File: src/rtl/rstsrc_pkg.sv
package rstsrc_pkg;
    typedef enum logic [1:0] {
        RK_IDLE    = 2'b00,
        RK_POWERON = 2'b01,
        RK_MANUAL  = 2'b10
    } rst_kind_e;

    localparam int CAUSE_W    = 4;
    localparam int CB_POR_PIN = 0;
    localparam int CB_MAN_PIN = 1;
    localparam int CB_DEBUG   = 2;
    localparam int CB_WDT     = 3;

    typedef struct packed {
        logic               req;
        rst_kind_e          kind;
        logic [CAUSE_W-1:0] cause;
    } arb_state_t;
endpackage

File: src/rtl/rstsrc_pin_edge.sv
module rstsrc_pin_edge #(
    parameter int STAGES = 2
) (
    input  logic clk,
    input  logic rst_n,
    input  logic pin_i,
    output logic rise_o
);
    localparam int CHAIN_W = STAGES + 1;

    logic [CHAIN_W-1:0] chain_d, chain_q;

    // Stages [STAGES-1:0] synchronise; the top stage holds the previous sample.
    always_comb begin
        chain_d = {chain_q[CHAIN_W-2:0], pin_i};
    end

    // Reset to the released level so that a released pin does not look like an edge.
    always_ff @(posedge clk or negedge rst_n) begin
        if (!rst_n) chain_q <= '1;
        else        chain_q <= chain_d;
    end

    assign rise_o = chain_q[STAGES-1] & ~chain_q[STAGES];
endmodule

File: src/rtl/rstsrc_dbg_seq.sv
module rstsrc_dbg_seq (
    input  logic clk,
    input  logic rst_n,
    input  logic set_i,
    input  logic clr_i,
    output logic fire_o,
    output logic armed_o
);
    logic armed_d, armed_q;

    always_comb begin
        fire_o  = clr_i & armed_q;
        armed_d = set_i | (armed_q & ~clr_i);
    end

    always_ff @(posedge clk or negedge rst_n) begin
        if (!rst_n) armed_q <= 1'b0;
        else        armed_q <= armed_d;
    end

    assign armed_o = armed_q;
endmodule

File: src/rtl/rstsrc_top.sv
module rstsrc_top
    import rstsrc_pkg::*;
#(
    parameter int SYNC_STAGES = 2
) (
    input  logic               clk,
    input  logic               rst_n,
    input  logic               por_pin_i,
    input  logic               mrst_pin_i,
    input  logic               wdt_ovf_i,
    input  logic               wdt_kind_i,
    input  logic               dbg_set_i,
    input  logic               dbg_clr_i,
    output logic               rst_req_o,
    output logic [1:0]         rst_kind_o,
    output logic [CAUSE_W-1:0] cause_o
);
    localparam int NUM_PINS = 2;

    logic [NUM_PINS-1:0] pin_raw;
    logic [NUM_PINS-1:0] pin_rise;
    logic                pin_por_rise;
    logic                pin_man_rise;
    logic                dbg_fire;
    logic                dbg_armed;

    assign pin_raw = {mrst_pin_i, por_pin_i};

    for (genvar g = 0; g < NUM_PINS; g++) begin : g_pin
        rstsrc_pin_edge #(.STAGES(SYNC_STAGES)) u_edge (
            .clk    (clk),
            .rst_n  (rst_n),
            .pin_i  (pin_raw[g]),
            .rise_o (pin_rise[g])
        );
    end

    assign pin_por_rise = pin_rise[0];
    assign pin_man_rise = pin_rise[1];

    rstsrc_dbg_seq u_dbg (
        .clk     (clk),
        .rst_n   (rst_n),
        .set_i   (dbg_set_i),
        .clr_i   (dbg_clr_i),
        .fire_o  (dbg_fire),
        .armed_o (dbg_armed)
    );

    arb_state_t         st_d, st_q;
    logic               want_por;
    logic               want_man;
    logic [CAUSE_W-1:0] hits;

    always_comb begin
        want_por = pin_por_rise | dbg_fire | (wdt_ovf_i & ~wdt_kind_i);
        want_man = pin_man_rise | (wdt_ovf_i & wdt_kind_i);

        hits             = '0;
        hits[CB_POR_PIN] = pin_por_rise;
        hits[CB_MAN_PIN] = pin_man_rise;
        hits[CB_DEBUG]   = dbg_fire;
        hits[CB_WDT]     = wdt_ovf_i;

        st_d.req = want_por | want_man;
        if (want_por)      st_d.kind = RK_POWERON;
        else if (want_man) st_d.kind = RK_MANUAL;
        else               st_d.kind = RK_IDLE;

        // Only a pin power-on reset wipes the history.
        if (pin_por_rise) st_d.cause = hits;
        else              st_d.cause = st_q.cause | hits;
    end

    always_ff @(posedge clk or negedge rst_n) begin
        if (!rst_n) st_q <= '{req: 1'b0, kind: RK_IDLE, cause: '0};
        else        st_q <= st_d;
    end

    assign rst_req_o  = st_q.req;
    assign rst_kind_o = st_q.kind;
    assign cause_o    = st_q.cause;
endmodule

File: config.mk
export PLATFORM = sky130hd
export DESIGN_NAME = rstsrc_top
export DESIGN_NICKNAME = d
export VERILOG_FILES = /design/src/rtl/rstsrc_pkg.sv /design/src/rtl/rstsrc_pin_edge.sv /design/src/rtl/rstsrc_dbg_seq.sv /design/src/rtl/rstsrc_top.sv
export SDC_FILE = /design/constraint.sdc
export NUM_CORES = 1
export LEC_CHECK = 0
export ABC_AREA = 1
export BUFFER_PORTS_ARGS = -buffer_cell sky130_fd_sc_hd__buf_2
export CORE_AREA = 3 3 40 42
export CTS_CLUSTER_DIAMETER = 30
export CTS_CLUSTER_SIZE = 14
export DETAILED_ROUTE_END_ITERATION = 6
export DIE_AREA = 0 0 43 45
export SKIP_CTS_REPAIR_TIMING = 1
export SLEW_MARGIN = 20
export SYNTH_ARGS = -nofsm -noshare
export SYNTH_HDL_FRONTEND = slang
export SYNTH_SLANG_ARGS = --single-unit
File: constraint.sdc
create_clock -name clk -period 1.3 [get_ports clk]
set_clock_uncertainty 0.05 [all_clocks]
set_input_delay 0.13 -clock clk [delete_from_list [all_inputs] [get_ports clk]]
set_output_delay 0.13 -clock clk [all_outputs]
set_load 0.005 [all_outputs]
=== After elaboration in Yosys (flattened, before gate mapping) ===
Index checks and enable logic that the tools add are counted.

* Muxes and demuxes: 3
* Bitwise gates (word level): 16

{| class="wikitable"
|+ Operators by type and width
! cell !! count
|-
| 1-bit bitwise AND || 6
|-
| 1-bit bitwise OR || 5
|-
| 2-bit 2-to-1 mux || 2
|-
| 4-bit 2-to-1 mux || 1
|-
| 1-bit NOT || 4
|-
| 4-bit bitwise OR || 1
|}

* Bits in registers: 14
* Input bits: 8
* Output and inout bits: 7
* Logic and storage cells: 25

=== Logic depth before layout (Yosys ltp) ===
* Depth after elaboration: 5
* Gate-level depth with buffers: 5
* Gate-level depth less buffers: 5

=== Modules after synthesis ===
Synthesis repeated with hierarchy kept, for this count alone.

* Cells, all modules: 43
* Area total of the unflattened synthesis: 485.5 sq um

{| class="wikitable"
|+ Modules (own cells, without submodules)
! module !! times used !! cells each !! area each (sq um) !! sequential area each (sq um)
|-
| rstsrc_top || 1 || 26 || 260.2 || 175.2
|-
| rstsrc_pin_edge || 2 || 5 || 88.8 || 78.8
|-
| rstsrc_dbg_seq || 1 || 7 || 47.5 || 25.0
|}

=== Worst setup path after synthesis ===
OpenSTA, ideal clock, no wires.

* Path kind: register to register
* Start: register g_pin[0].u_edge.chain_q[2]
* End: register st_q, in the netlist rst_req_o
* Setup time: 119 ps
* Arrival: 765 ps
* Data required time: 1131 ps
* Setup slack: 366 ps
* Cell stages (with the launch flop): 6
* Path buffers: 0
* Period minus slack after synthesis: 934 ps
* Path through: dfstp_2 > inv_2 > nand2_4 > nand2_1 > nor2_1 > nand2_1

{| class="wikitable"
|+ RTL lines
! element !! line !! source
|-
| start, declared || rstsrc_pin_edge.sv:11 || <nowiki>logic [CHAIN_W-1:0] chain_d, chain_q;</nowiki>
|-
| start signal, assigned || rstsrc_pin_edge.sv:21 || <nowiki>else chain_q <= chain_d;</nowiki>
|-
| end signal, assigned || rstsrc_top.sv:76 || <nowiki>if (!rst_n) st_q <= '{req: 1'b0, kind: RK_IDLE, cause: '0};</nowiki>
|-
| end signal, assigned || rstsrc_top.sv:77 || <nowiki>else st_q <= st_d;</nowiki>
|-
| end, declared || rstsrc_top.sv:50 || <nowiki>arb_state_t st_d, st_q;</nowiki>
|}

=== Worst setup path after layout ===
* Start: input port dbg_clr_i
* End: register u_dbg.armed_q (netlist: u_dbg.armed_o)

* Cells in the longest elaborated chain, start to end: 3

{| class="wikitable"
|+ RTL lines
! element !! line !! source
|-
| start, declared || rstsrc_top.sv:13 || <nowiki>input logic dbg_clr_i,</nowiki>
|-
| 1-bit NOT || rstsrc_dbg_seq.sv:13 || <nowiki>armed_d = set_i | (armed_q & ~clr_i);</nowiki>
|-
| 1-bit bitwise AND || rstsrc_dbg_seq.sv:13 ||
|-
| 1-bit bitwise OR || rstsrc_dbg_seq.sv:13 ||
|-
| via u_dbg.armed_d || rstsrc_dbg_seq.sv:9 || <nowiki>logic armed_d, armed_q;</nowiki>
|-
| end signal, assigned || rstsrc_dbg_seq.sv:18 || <nowiki>else armed_q <= armed_d;</nowiki>
|-
| end, declared || rstsrc_dbg_seq.sv:9 ||
|}

The timed path passes the listed nets, and every way through them passes these cells.

==> impl_metrics.ini <==
[grt]
grt_pass1_vias = 294
antenna_found_initial = 0
met1_usage_pct = 9.949
use_met2_pct = 12.87
overflow = 0
groute.usage.overall_pct = 8.998
grt_use_met3_pct = 7.171
grt_max_degree = 15
busiest_layer = met2
grt_pass1_wl_um = 1179

[layout]
final_common_cell = buf_2
fin_nets = 73
nFillCells = 126
final_layout_size_suffix_gt1_share_pct = 48.44
layout.cells.non_filler = 79
area_growth_pct = 35.53
utilization_pct = 52.00
layout_common_cells = buf_2 (14), nand2_1 (10), dfrtp_1 (8)
antenna_cells = 0

[timing]
finalSetupViolCount = 1
hold_viol = 0
post-route-period-util_pct = 100.3
finalCriticalPeriod_ns = 1.304
slew-limit-headroom_pct = 79.94
clock.fmax_mhz = 767.0
setup_slack_ns = -0.003822
tightestPinTransition_ns = 0.3010
drv_slew = 0
finalHoldWorstSlack_ns = 0.04165

[die]
fp.dieH_um = 45
rows = 13
die-area_um2 = 1935
core_area_um2 = 1285
die_x_um = 43
ios = 15
initial_core_util_pct = 38.36

[run_status]
violations = negative setup slack
status = finished, violations left

[placement]
gp_congestion = 0.6403
hpwl_um = 539.6
pre_cts_ws_ns = 0.3362
place_inst = 70
portBuffers = 14

[setup_path]
crit_path_start_kind = primary input
worst-endpoint-arrival_ns = 1.47
required_ns = 1.47
r2r-start = u_dbg.armed_o$_DFF_PN0_
end_kind = flip-flop
crit_family = buffers and inverters
r2r-end = u_dbg.armed_o$_DFF_PN0_
crit_chain = dlygate4sd3_1 > buf_2 > o21bai_1 > dlygate4sd3_1
critPathCapture = u_dbg.armed_o$_DFF_PN0_
cp_num_cells = 4
crit_type = in2reg
path_max_fanout = 2
slowest_delay_ns = 0.56
crit_slowest_cell = dlygate4sd3_1
r2r_cells = 3
crit_start = dbg_clr_i
path_buf_inv = 3
cpMostUsedCell = dlygate4sd3_1
ff2ff_setup_slack_ns = 0.10

[drt]
drt-wirelength-per-cell_um = 9.734
drtIter0Drc = 4
via_count = 337
drtPass1Iterations = 2
ant_nets = 0
drc = 0
avgViaCountPerCell = 4.266
routed_wl_um = 769

[synth]
synth.distinct_cells = 13
ys_ff_latch = 14
synth.top_cell.area_share_pct = 40.61
syn_area_per_cell_um2 = 12.02
syn_inst = 41
syn-num-nets = 49
yosysTopAreaCell = dfrtp_1
synthTopCellsByArea = dfrtp_1 (41%), dfstp_2 (32%), nand2_1 (7.6%)
yosys_warnings = 0
yosysSeqAreaShare_pct = 72.59
synth_area_um2 = 493.0

[power]
p_leak_nw = 0.3509
power.density_nw_per_um2 = 1307
peakVddDrop_uv = 762.5

[worst_hold_path]
hp-class = in2reg

[clock_network]
clk_latency_ns = 0.27
clkSlewWorstSetupHoldPaths_ns = 0.08
cts.htree.levels = 1
cts_tree = built
cts-root-buf = clkbuf_4
cts.path.max_buffers = 2
cts.sinks = 14
cts_made_buffers = 3

[job]
maxCapViolations = 0
## per-layer routing
layer  vias up  routed length, um
met4         0                  6
li1        166                  -
met3         2                 75
met5         -                  0
met2        14                381
met1       155                306
## stage by stage
stage                TNS (ns)  area (um2)  power [mW]
floorplan                   0       493.0      0.5259
finish              -0.003822       668.1      0.8732
global route        -0.008824       668.1      0.9283
global placement            0       581.8      0.5666
detailed placement          0       581.8      0.5688
CTS                         0       618.1      0.8783
## cell type report
cell class | instances | area, um2 | share of cell area (%)
well taps | 15 | 18.77 | 2.809
flip-flops and latches | 14 | 357.8 | 53.56
clock buffers | 4 | 36.28 | 5.431
inverters | 8 | 30.03 | 4.494
repair buffers | 19 | 120.1 | 17.98
multi-input cells | 19 | 105.1 | 15.73
## cells by family after synthesis
kind of cell | count (synthesis) | synth area share, %
and+or+nand+nor | 17 | 18.78
DFF | 14 | 72.59
buffers and inverters | 8 | 6.092
AOI/OAI and AO/OA | 2 | 2.538
## worst min path at each step
stage / slack (ns) / startpoint / cells after the start / to
3_3_place_gp: -0.02 / rst_n / 1 / rst_kind_o[1]$_DFF_PN0_
6_report: 0.04 / wdt_ovf_i / 3 / cause_o[3]$_DFF_PN0_
4_1_cts: -0.32 / rst_n / 1 / cause_o[0]$_DFF_PN0_
2_1_floorplan: -0.22 / rst_n / 0 / cause_o[0]$_DFF_PN0_
5_1_grt: 0.04 / wdt_ovf_i / 3 / cause_o[3]$_DFF_PN0_
3_5_place_dp: -0.02 / rst_n / 1 / cause_o[1]$_DFF_PN0_
## registers in the layout, summed over array words and instances (netlist names)
signal                flops
g_pin.u_edge.chain_q      6
cause_o                   4
rst_kind_o                2
rst_req_o                 1
u_dbg.armed_o             1
## report_power, final
part	switching (mW)	internal (mW)
Clock	0.132	0.170
Sequential	0.0127	0.471
Combinational	0.0435	0.0436
## worst register-to-register path, cell delays in order (launching register included)
cell,delay (ns)
dfrtp_1,0.38
inv_1,0.05
o21bai_1,0.05
dlygate4sd3_1,0.55
## Yosys cell counts, drive strengths merged
| cell type | n |
|---|---|
| nand2 | 12 |
| nor2 | 4 |
| o21bai | 1 |
| dfrtp | 8 |
| dfstp | 6 |
| o21ai | 1 |
| inv | 8 |
| nand3 | 1 |
Note: power is estimated with default switching activity, not from simulation.
